`src/rtl/drp_pkg.sv`:
```
package drp_pkg;

  typedef enum logic [1:0] {
    STYLE_MONO = 2'd0,
    STYLE_SYNC = 2'd1,
    STYLE_HOLD = 2'd2
  } style_e;

  typedef enum logic [1:0] {
    OP_AND  = 2'd0,
    OP_OR   = 2'd1,
    OP_XOR  = 2'd2,
    OP_PASS = 2'd3
  } op_e;

  typedef struct packed {
    logic t;
    logic f;
  } rail_t;

  function automatic logic rail_valid(rail_t r);
    return r.t | r.f;
  endfunction

  function automatic rail_t rail_swap(rail_t r);
    return rail_t'({r.f, r.t});
  endfunction

endpackage

```
`src/rtl/drp_mono_and.sv`:
```
module drp_mono_and
  import drp_pkg::*;
(
  input  rail_t a,
  input  rail_t b,
  output rail_t y
);
  // true needs both true rails; false fires on either false rail
  assign y.t = a.t & b.t;
  assign y.f = a.f | b.f;
endmodule

```
`src/rtl/drp_mono_or.sv`:
```
module drp_mono_or
  import drp_pkg::*;
(
  input  rail_t a,
  input  rail_t b,
  output rail_t y
);
  // true fires on either true rail; false needs both false rails
  assign y.t = a.t | b.t;
  assign y.f = a.f & b.f;
endmodule

```
`src/rtl/drp_mono_xor.sv`:
```
module drp_mono_xor
  import drp_pkg::*;
(
  input  rail_t a,
  input  rail_t b,
  output rail_t y
);
  rail_t a_and_nb;
  rail_t na_and_b;

  // xor = (a & ~b) | (~a & b); an inversion is only a rail swap
  drp_mono_and u_and_hi (.a(a),            .b(rail_swap(b)), .y(a_and_nb));
  drp_mono_and u_and_lo (.a(rail_swap(a)), .b(b),            .y(na_and_b));
  drp_mono_or  u_or     (.a(a_and_nb),     .b(na_and_b),     .y(y));
endmodule

```
`src/rtl/drp_sync_core.sv`:
```
module drp_sync_core
  import drp_pkg::*;
(
  input  op_e   op,
  input  rail_t a,
  input  rail_t b,
  output rail_t y
);
  logic bit_v;

  always_comb begin
    unique case (op)
      OP_AND:  bit_v = a.t & b.t;
      OP_OR:   bit_v = a.t | b.t;
      default: bit_v = a.t ^ b.t;
    endcase
  end

  // evaluates only once both operands carry a value
  always_comb begin
    if (op == OP_PASS)
      y = a;
    else if (rail_valid(a) && rail_valid(b))
      y = rail_t'({bit_v, ~bit_v});
    else
      y = '0;
  end
endmodule

```
`src/rtl/drp_lane.sv`:
```
module drp_lane
  import drp_pkg::*;
#(
  parameter style_e STYLE = STYLE_HOLD
) (
  input  logic  clk,
  input  logic  rst_n,
  input  op_e   op,
  input  logic  invert,
  input  rail_t a,
  input  rail_t b,
  output rail_t y
);
  rail_t core;
  rail_t y_d;
  rail_t y_q;
  logic  a_ok;
  logic  b_ok;
  logic  all_idle;
  logic  keep;
  logic [1:0] y_bits;

  assign a_ok     = rail_valid(a);
  assign b_ok     = rail_valid(b);
  assign all_idle = !a_ok && !b_ok;

  generate
    if (STYLE == STYLE_MONO) begin : g_mono
      rail_t m_and;
      rail_t m_or;
      rail_t m_xor;
      drp_mono_and u_and (.a(a), .b(b), .y(m_and));
      drp_mono_or  u_or  (.a(a), .b(b), .y(m_or));
      drp_mono_xor u_xor (.a(a), .b(b), .y(m_xor));
      always_comb begin
        unique case (op)
          OP_AND:  core = m_and;
          OP_OR:   core = m_or;
          OP_XOR:  core = m_xor;
          default: core = a;
        endcase
      end
    end else begin : g_sync
      drp_sync_core u_core (.op(op), .a(a), .b(b), .y(core));
    end
  endgenerate

  // latching style: mixed operand phases keep the stored pair
  assign keep = (STYLE == STYLE_HOLD) && (op != OP_PASS)
                && !(a_ok && b_ok) && !all_idle;

  always_comb begin
    if (keep)
      y_d = y_q;
    else if (invert)
      y_d = rail_swap(core);
    else
      y_d = core;
  end

  always_ff @(posedge clk) begin
    if (!rst_n) y_q <= '0;
    else        y_q <= y_d;
  end

  assign y      = y_q;
  assign y_bits = y_q;

  a_r2_legal_a: assert property (@(posedge clk) disable iff (!rst_n)
    !(a.t && a.f));
  a_r2_legal_b: assert property (@(posedge clk) disable iff (!rst_n)
    !(b.t && b.f));
  a_r2_out_never_both: assert property (@(posedge clk) disable iff (!rst_n)
    $onehot0(y_bits));
  a_r3_idle_precharge: assert property (@(posedge clk) disable iff (!rst_n)
    all_idle |=> (y_bits == 2'b00));
  a_r4_eval_onehot: assert property (@(posedge clk) disable iff (!rst_n)
    (a_ok && b_ok) |=> ($countones(y_bits) == 1));

  generate
    if (STYLE == STYLE_MONO) begin : g_chk_mono
      a_r5_or_early_true: assert property (@(posedge clk) disable iff (!rst_n)
        (op == OP_OR && !invert && (a.t || b.t)) |=> y_bits[1]);
      a_r5_and_early_false: assert property (@(posedge clk) disable iff (!rst_n)
        (op == OP_AND && !invert && (a.f || b.f)) |=> y_bits[0]);
    end else if (STYLE == STYLE_SYNC) begin : g_chk_sync
      a_r6_drop_on_any_idle: assert property (@(posedge clk) disable iff (!rst_n)
        (op != OP_PASS && !(a_ok && b_ok)) |=> (y_bits == 2'b00));
    end else begin : g_chk_hold
      a_r7_hold_on_mixed: assert property (@(posedge clk) disable iff (!rst_n)
        (op != OP_PASS && (a_ok != b_ok)) |=> (y_bits == $past(y_bits)));
    end
  endgenerate
endmodule

```
`src/rtl/drp_gate_bank.sv`:
```
module drp_gate_bank
  import drp_pkg::*;
#(
  parameter int     LANES = 4,
  parameter style_e STYLE = STYLE_HOLD
) (
  input  logic             clk,
  input  logic             rst_n,
  input  logic [1:0]       op_sel,
  input  logic             invert,
  input  logic [LANES-1:0] a_t,
  input  logic [LANES-1:0] a_f,
  input  logic [LANES-1:0] b_t,
  input  logic [LANES-1:0] b_f,
  output logic [LANES-1:0] y_t,
  output logic [LANES-1:0] y_f
);
  op_e op;
  assign op = op_e'(op_sel);

  for (genvar i = 0; i < LANES; i++) begin : g_lane
    rail_t y_i;
    drp_lane #(.STYLE(STYLE)) u_lane (
      .clk    (clk),
      .rst_n  (rst_n),
      .op     (op),
      .invert (invert),
      .a      (rail_t'({a_t[i], a_f[i]})),
      .b      (rail_t'({b_t[i], b_f[i]})),
      .y      (y_i)
    );
    assign y_t[i] = y_i.t;
    assign y_f[i] = y_i.f;
  end
endmodule

```
`config.mk`:
```
export PLATFORM = sky130hd
export DESIGN_NAME = drp_gate_bank
export DESIGN_NICKNAME = d
export VERILOG_FILES = /design/src/rtl/drp_pkg.sv /design/src/rtl/drp_mono_and.sv /design/src/rtl/drp_mono_or.sv /design/src/rtl/drp_mono_xor.sv /design/src/rtl/drp_sync_core.sv /design/src/rtl/drp_lane.sv /design/src/rtl/drp_gate_bank.sv
export SDC_FILE = /design/constraint.sdc
export NUM_CORES = 1
export LEC_CHECK = 0
export BUFFER_PORTS_ARGS = -buffer_cell sky130_fd_sc_hd__buf_2
export CORE_MARGIN = 4
export CORE_UTILIZATION = 35
export DETAILED_ROUTE_END_ITERATION = 16
export PLACE_DENSITY_LB_ADDON = 0.1
export SLEW_MARGIN = 10
export SYNTH_ARGS = -nofsm -noshare
export SYNTH_HDL_FRONTEND = slang
export SYNTH_SLANG_ARGS = --single-unit
```
`constraint.sdc`:
```
create_clock -name clk -period 1.15 [get_ports clk]
set_clock_uncertainty 0.05 [all_clocks]
set_input_delay 0.0575 -clock clk [delete_from_list [all_inputs] [get_ports clk]]
set_output_delay 0.0575 -clock clk [all_outputs]
set_load 0.02 [all_outputs]
```
==> summary.md, run 1 <==
| Metric | Value |
|---|---|
| Status | finished clean |
| CTS Buffer Depth | 2 |
| Die height | 60.7 um |
| Maximum VDD drop | a little over 0.5 mV |
| Fin crit share | between 90% and 100% |
| Slowest cell on crit path | o31ai_2 |
| Async SR Flop Fraction | 0% |
| Most used DFF post-synth | dfxtp_1 |
| IO buf count | 28 |
| Initial antenna violation count | 0 |
| Initial Util | between 30% and 40% |
| Routed WL per cell | 13.2 um |
| Number of max-cap violations | 0 |
| Synth warn | 0 |
| Routability Congestion | 0.797 |
| Startpoint Class | input port |
| Number of synthesized flops with an enable pin | 0 |
| CTS tree | done |
| CP cell instances | buf_2 > ha_1 > and2b_1 > o31ai_2 > nand3_1 > a31oi_1 |
| Yosys cell types | 30 |
| I/O Pins | 29 |
| Die area | 3680 um^2 |
| Power Density | 789 nW/um^2 |
| Final Instance Area | around 1300 um^2 |
| DR vias/cell | approximately 5.4 |
| Reg clk slew, reported paths | approximately 60 ps |
| Core area | about 2600 um^2 |
| Critical path peak fanout | 3 |
| Final Hold Viols | 0 |
| Area of the multi-input gates | approximately 750 um^2 |
| Largest net degree at the start of global routing | 13 |
| Worst Hold Class | in -> reg |
| Reg2Reg Depth | 2 |
| Flip-flop count of the largest register after layout | 8 |
| Critical Path Sink Type | flop |
| First DRT Iteration DRCs | 36 |
| Final #Nets | between 150 and 200 |
| Number of instances on the worst hold path | 3 |
| Share of layout cells above drive strength 1 | 39.5% |
| Fillers | roughly 250 |
| Congestion Overflow GR | 0 |
| WP data arrival | roughly 1200 ps |
| Leakage Power | about 0.63 nW |
| Worst Hold Launch | rst_n |
| Residual DRC | 0 |
| Antenna-violating nets left | 0 |
| Mapped Cells | around 120 |
| Area grow syn2layout | 34.1% |
| Final Power | roughly 0.0010 W |
| RSZ-0062 raised after global routing | false |
| Post-synth top cells | o31ai_1, inv_1, o211ai_1 |
| Drt pass-1 iters | 4 |
| Via count | roughly 1100 |
| Setup violations, final | 0 |
| H-tree levels | 1 |
| GR Util All Layers | between 10% and 20% |
| Tightest Pin Transition | roughly 350 ps |
| Synth Area per Inst | 8.02 um^2 |
| Largest area contributor in the synthesized netlist | dfxtp_1 |
| Reg-to-reg endpoint | g_lane[0].u_lane.y[1] |
| Hold-fix buffers, CTS | 0 |
| # diodes | 0 |
| R2r startpoint | g_lane[0].u_lane.y[1] |
| Hold EP | g_lane[0].u_lane.y[0] |
| Core Util, Final | about half |
| Post-Syn Area | 971 um^2 |
| Most frequent cell after synthesis | o31ai_1 |
| Vias in the first global route | about 920 |
| Critical Path RT | 1290 ps |
| R2R Setup Slk | 310 ps |
| Synth Register Bits | 8 |
| Kind of critical path | in -> reg |
| Synth top area share | 16.5% |
| Clock Sinks | 8 |
| Net Count, Synth | 150 |
| Post-synthesis sequential area ratio | between 10% and 20% |
| Max-slew violations | 0 |
| Largest cells by area after synthesis | dfxtp_1, ha_1, o31ai_1, o211ai_1, a31oi_1 |
| Clk root buf | clkbuf_4 |
| CP max stage delay | just over 300 ps |
| CP Launch Point | a_t[0] |
| Setup bufs post-CTS | 0 |
| Post-CTS sizing | 0 |
| First-pass GRT wire length | roughly 4.2 mm |
| Wirelength, routed | roughly 2.6 mm |
| Clock latency on the worst-skew pair | 260 ps |
| Number of buffers created by CTS | 3 |
| Final Critical Period | between 1000 and 1500 ps |
| Sequential Area | between 150 and 200 um^2 |
| Placement Cell Area | roughly 1300 um^2 |
| Relative slew slack | approximately three quarters |
| Detail Placement HPWL | around 2.2 mm |
| Die X | between 60 and 70 um |
| Num rows | 18 |
| F_max | 958 MHz |
-- kinds of logic (layout without fill, tap and decap cells) --
kind of cell	Yosys count	count (layout)	share of synthesized area (%)
buf+inv	15	61	7.86
fa+ha+maj	8	8	10.3
simple gates	33	33	20.5
flops	8	8	16.5
compound gates	53	53	41.2
xor+xnor	4	4	3.61
-- worst max-delay path, delay by kind of cell --
kind	cells	cell delay (ps)
buffers and inverters	1	110
and+or+nand+nor	2	320
adders and majority gates	1	180
AOI/OAI and AO/OA	2	500
-- power breakdown --
| group | leakage (nW) | internal [W] | switching [W] |
|---|---|---|---|
| logic | 0.550 | 0.000224 | 0.000260 |
| clock network | 0.0138 | 0.000120 | 0.000100 |
| registers | 0.0664 | 0.000309 | 0.0000150 |
| total | 0.631 | 0.000653 | 0.000375 |
-- metal layers --
| metal | share of wire [%] | track usage, % | routed length (um) | vias to the layer above |
|---|---|---|---|---|
| met5 | 0 | 0 | 0 | - |
| li1 | - | - | - | 549 |
| met4 | 2.0 | 7.43 | 53 | 0 |
| met2 | 42 | 22.1 | 1100 | 30 |
| met3 | 5.8 | 0.851 | 151 | 5 |
| met1 | 50 | 21.6 | 1300 | 477 |
-- layout make-up --
cell class	instances	share of cell area, %
multi-input cells	98	57.9
inverters	10	2.88
flip-flops and latches	8	12.3
well taps	30	2.88
repair buffers	48	22.3
clock buffers	3	1.73
-- per-stage QoR --
| step | hold slack, ps | instances | setup TNS, ps | worst slack [ps] |
|---|---|---|---|---|
| 6_report | 52.8 | 197 | 0 | 107 |
| 5_1_grt | 64.6 | 197 | 0 | 11.1 |
| 4_1_cts | 48.1 | 197 | 0 | 11.5 |
| 3_5_place_dp | 328 | 194 | -1200 | -266 |
| 3_3_place_gp | 321 | 194 | -808 | -131 |
| 2_1_floorplan | 322 | 121 | 0 | 103 |
-- cells in the final DEF (no fill, tap or decap) --
master / n
o22a_1: 1
or2_1: 2
o211ai_1: 10
buf_2: 28
o21bai_1: 3
and2b_1: 3
a31oi_1: 8
o21ai_0: 4
buf_4: 20
nor2b_4: 2
xnor2_1: 4
clkbuf_4: 3
o221a_2: 3
nor2_1: 6
nand2_1: 4
a2bb2oi_1: 2
and2_4: 1
a2bb2oi_2: 2
a21boi_0: 4
ha_1: 8
nand3_1: 6
nor2b_1: 4
nor2_2: 2
or2_2: 2
dfxtp_1: 8
o31ai_1: 10
o31ai_2: 2
a21o_1: 4
nor4_2: 1
inv_1: 10
-- how the worst max path moves through the flow --
stage / cells past startpoint / end
floorplan: 6 / g_lane[3].u_lane.y[0]
global placement: 7 / g_lane[0].u_lane.y[1]
global route: 7 / g_lane[3].u_lane.y[1]
CTS: 6 / g_lane[0].u_lane.y[1]
finish: 6 / g_lane[0].u_lane.y[1]
detailed placement: 6 / g_lane[0].u_lane.y[1]
Power figures use the tool's default switching activity.
==> run 2, diff against run 1 <==
==> constraint.sdc (replaced) <==
create_clock -name clk -period 1.15 [get_ports clk]
set_clock_uncertainty 0.05 [all_clocks]
set_input_delay 0.23 -clock clk [delete_from_list [all_inputs] [get_ports clk]]
set_output_delay 0.23 -clock clk [all_outputs]
set_load 0.02 [all_outputs]
==> summary.md, run 2 (synthesis results as in run 1) <==
| Metric | Value |
|---|---|
| Die X | ~61 um |
| Initial antenna violation count | 0 |
| Area grow syn2layout | 60.8% |
| Final Instance Area | ~1600 um^2 |
| Core area | between 2000 and 3000 um^2 |
| WP data arrival | between 1000 and 1500 ps |
| F_max | about 900 MHz |
| DR vias/cell | about 5.4 |
| GR Util All Layers | between 10% and 20% |
| Critical Path RT | roughly 1200 ps |
| Largest net degree at the start of global routing | 13 |
| Fillers | 232 |
| Antenna-violating nets left | 0 |
| RSZ-0062 raised after global routing | true |
| Number of buffers created by CTS | 3 |
| Final hold slack | 241 ps |
| First-pass GRT wire length | roughly 4.4 mm |
| Final Hold Viols | 0 |
| Kind of critical path | in -> reg |
| Leakage Power | 0.683 nW |
| Maximum VDD drop | 0.549 mV |
| Residual DRC | 0 |
| I/O Pins | 29 |
| CTS Buffer Depth | 2 |
| Startpoint Class | input port |
| IO buf count | 28 |
| H-tree levels | 1 |
| First DRT Iteration DRCs | 30 |
| Final #Nets | between 200 and 250 |
| Max-slew violations | 0 |
| Num rows | 18 |
| Area of the multi-input gates | about 940 um^2 |
| Clock Sinks | 8 |
| Routed WL per cell | 14.2 um |
| Routability Congestion | 0.784 |
| Core Util, Final | 60.8% |
| Clock latency on the worst-skew pair | about 250 ps |
| CTS tree | done |
| Initial Util | a little under two fifths |
| Detail Placement HPWL | 2.10 mm |
| Wirelength, routed | 2.87 mm |
| Fin crit share | approximately 96% |
| Congestion Overflow GR | 0 |
| Critical Path Sink Type | flop |
| Sequential Area | roughly 160 um^2 |
| Via count | about 1100 |
| Drt pass-1 iters | 4 |
| Die height | between 60 and 70 um |
| Vias in the first global route | slightly below 1000 |
| Share of layout cells above drive strength 1 | approximately 56% |
| Critical path peak fanout | 4 |
| Final Critical Period | roughly 1100 ps |
| Tightest Pin Transition | around 320 ps |
| Number of max-cap violations | 0 |
| Hold-fix buffers, CTS | 0 |
| Commonest non-fill, non-tap cell in the layout | buf_4 |
| Placement Cell Area | between 1000 and 1500 um^2 |
| Reg clk slew, reported paths | approximately 50 ps |
| Power Density | 732 nW/um^2 |
| Clk root buf | clkbuf_4 |
| Status | finished clean |
| Relative slew slack | between 70% and 80% |
| Most frequent cells in the layout | buf_4, buf_2, o211ai_1 |
| Die area | 3680 um^2 |
| Worst Hold Class | in -> reg |
| Flip-flop count of the largest register after layout | 8 |
| # diodes | 0 |
| TNS Setup | 0 ps |
| Setup violations, final | 0 |
## run 2: changes by cell type in the layout (fill, tap and decap cells not counted), sizes merged
cell and delta:
buf +4, clkbuf +1, clkinvlp +1, inv -1
## run 2: worst paths after layout
path	start	endpoint	slack, ps	cells after the start
setup / recovery	b_t[3]	g_lane[3].u_lane.y[0]	40	6
hold / removal	rst_n	g_lane[3].u_lane.y[0]	240	3
setup reg to reg	g_lane[1].u_lane.y[0]	g_lane[1].u_lane.y[0]	350	2
hold reg to reg	g_lane[1].u_lane.y[1]	g_lane[1].u_lane.y[1]	500	2
## run 2: repair_timing
item | in CTS | in global routing
pin swaps | 0 | 13
setup endpoints to repair | 2 | 8
resized for setup | 2 | 48
buffers inserted | 0 | 1
## run 2: worst max-delay path, cell delays in order
cell and delay, ps:
buf_4 140, ha_4 140, and2b_1 170, o221a_4 220, o211ai_1 190, a31oi_1 100
## run 2: area by class of cell
class,instances,share of cell area [%]
Sequential cell,8,10.3
Timing Repair Buffer,53,23.1
Inverter,10,2.64
Clock buffer,3,1.44
Multi-Input combinational cell,98,60.2
Tap cell,30,2.40
## run 2: layer usage
metal  vias to the layer above  GRT usage [%]  routed length, um
li1                        563              -                  -
met1                       496           22.6               1400
met2                        26           23.5               1340
met3                         2          0.851                119
met4                         0           5.57                 12
met5                         -              0                  0
## run 2: report_power, final
part / switching, W / total [W] / leakage (nW) / internal (W)
registers: 0.0000154 / 0.000324 / 0.0664 / 0.000309
clock network: 0.0000997 / 0.000219 / 0.0138 / 0.000120
logic: 0.000308 / 0.000599 / 0.602 / 0.000291
total: 0.000423 / 0.00114 / 0.683 / 0.000719
## run 2: stage by stage
step / power, W / setup WS (ps) / cells
floorplan: 0.000627 / -16.5 / 121
CTS: 0.00105 / 8.66 / 201
finish: 0.00114 / 43.7 / 202
global route: 0.00120 / -29.8 / 202
detailed placement: 0.000825 / -293 / 198
global placement: 0.000813 / -252 / 198
==> run 3, diff against run 2 <==
- PLACE_DENSITY: default -> 0.62
- PLACE_DENSITY_LB_ADDON: 0.1 -> default
==> summary.md, run 3 (synthesis results as in run 1) <==
| Metric | Value |
|---|---|
| Status | finished clean |
| CTS tree | done |
| Vias in the first global route | about 1100 |
| Share of layout cells above drive strength 1 | about half |
| Setup violations, final | 0 |
| First-pass GRT wire length | 4.44 mm |
| Initial Util | around 38% |
| Largest net degree at the start of global routing | 16 |
| First DRT Iteration DRCs | 16 |
| Critical path peak fanout | 4 |
| Fin crit share | a little over nine tenths |
| Maximum VDD drop | 0.715 mV |
| Setup bufs post-CTS | 0 |
| Kind of critical path | in -> reg |
| Most frequent cells in the layout | buf_4, buf_2, o211ai_1 |
| H-tree levels | 1 |
| WP data arrival | between 1000 and 1500 ps |
| Tightest Pin Transition | 337 ps |
| Slowest cell on crit path | o221a_4 |
| Area grow syn2layout | 57.9% |
| CTS Buffer Depth | 2 |
| Clock Sinks | 8 |
| Final worst slack | a little under 50 ps |
| Setup WS pre-CTS | -281 ps |
| IO buf count | 28 |
| Relative slew slack | approximately 77% |
| CP cell instances | buf_6 > ha_4 > and2b_2 > o221a_4 > o211ai_1 > a31oi_1 |
| Fillers | 238 |
| Core area | roughly 2600 um^2 |
| Residual DRC | 0 |
| Clock latency on the worst-skew pair | ~260 ps |
| Number of max-cap violations | 0 |
| Die area | approximately 3700 um^2 |
| Congestion Overflow GR | 0 |
| Clk root buf | clkbuf_4 |
| Antenna-violating nets left | 0 |
| DR vias/cell | between 5 and 6 |
| F_max | just over 900 MHz |
| Via count | 1137 |
| Power Density | roughly 740 nW/um^2 |
| Drt pass-1 iters | 4 |
| Startpoint Class | input port |
| Hold-fix buffers, CTS | 0 |
| Final #Nets | 201 |
| Crit path max-delay family | compound AO/OA/AOI/OAI gates |
| Final Hold Viols | 0 |
| Die height | slightly above 60 um |
| Initial antenna violation count | 0 |
| Routed WL per cell | 14.7 um |
| GR Util All Layers | around 16% |
| Commonest non-fill, non-tap cell in the layout | buf_4 |
| Final Critical Period | around 1100 ps |
| Worst Hold Class | in -> reg |
| Routability Congestion | between 0.8 and 0.9 |
| Critical Path Sink Type | flop |
| Leakage Power | approximately 0.67 nW |
| CP max stage delay | around 220 ps |
| Flip-flop count of the largest register after layout | 8 |
| Core Util, Final | a little under 60% |
| Detail Placement HPWL | 2.10 mm |
| Critical Path RT | about 1200 ps |
| I/O Pins | 29 |
| # diodes | 0 |
| Die X | 60.7 um |
| Buf/Inv on CP | 1 |
| Max-slew violations | 0 |
| Wirelength, routed | a little under 3 mm |
| Number of buffers created by CTS | 3 |
| Reg clk slew, reported paths | around 60 ps |
| Num rows | 18 |
## run 3: path summary, 6_finish.rpt
kind                                       startpoint                    end  slack [ps]  depth (start not counted)
worst max-delay path                           b_t[2]  g_lane[2].u_lane.y[1]          50                          6
worst min-delay path                            rst_n  g_lane[0].u_lane.y[1]         240                          3
worst max register to register  g_lane[2].u_lane.y[0]  g_lane[2].u_lane.y[0]         350                          2
worst min register to register  g_lane[1].u_lane.y[1]  g_lane[1].u_lane.y[1]         500                          2
## run 3: power breakdown
part | total [W] | switching, W | internal, W
sequential | 0.000324 | 0.0000151 | 0.000309
clock | 0.000224 | 0.000104 | 0.000120
combinational | 0.000587 | 0.000299 | 0.000288
total | 0.00113 | 0.000419 | 0.000716
## run 3: timing repair
item | in CTS | in global routing
resized for setup | 1 | 40
endpoints found under the setup margin | 2 | 8
pin swaps | 0 | 14
## run 3: per-layer routing
metal	wire [um]	part of all wire (%)	vias to the layer above	track usage (%)
met3	120	4.1	7	1.70
met2	1530	52	30	30.1
li1	-	-	558	-
met1	1250	42	542	17.9
met5	0	0	-	0
met4	43	1.5	0	4.02
## run 3: worst reg2reg max path: cells and delay by family (launching register included)
family	cells	cell delay [ps]
compound gates	2	320
flops	1	310
## run 3: cell type report
cell class / instances / area (um^2) / share of cell area, %
well taps: 30 / 37.5 / 2.45
multi-input cells: 98 / 922 / 60.2
clock buffers: 3 / 22.5 / 1.47
inverters: 10 / 37.5 / 2.45
flip-flops and latches: 8 / 160 / 10.4
repair buffers: 51 / 353 / 23.0
## run 3: metrics by stage
step                hold slack, ps  cells  area (um^2)  power [W]  TNS [ps]
floorplan                      481    121         1030   0.000627     -80.8
global placement               480    197         1340   0.000812     -1720
detailed placement             491    197         1340   0.000823     -1950
CTS                            245    200         1370    0.00105         0
global route                   250    200         1530    0.00121     -21.0
finish                         242    200         1530    0.00113         0
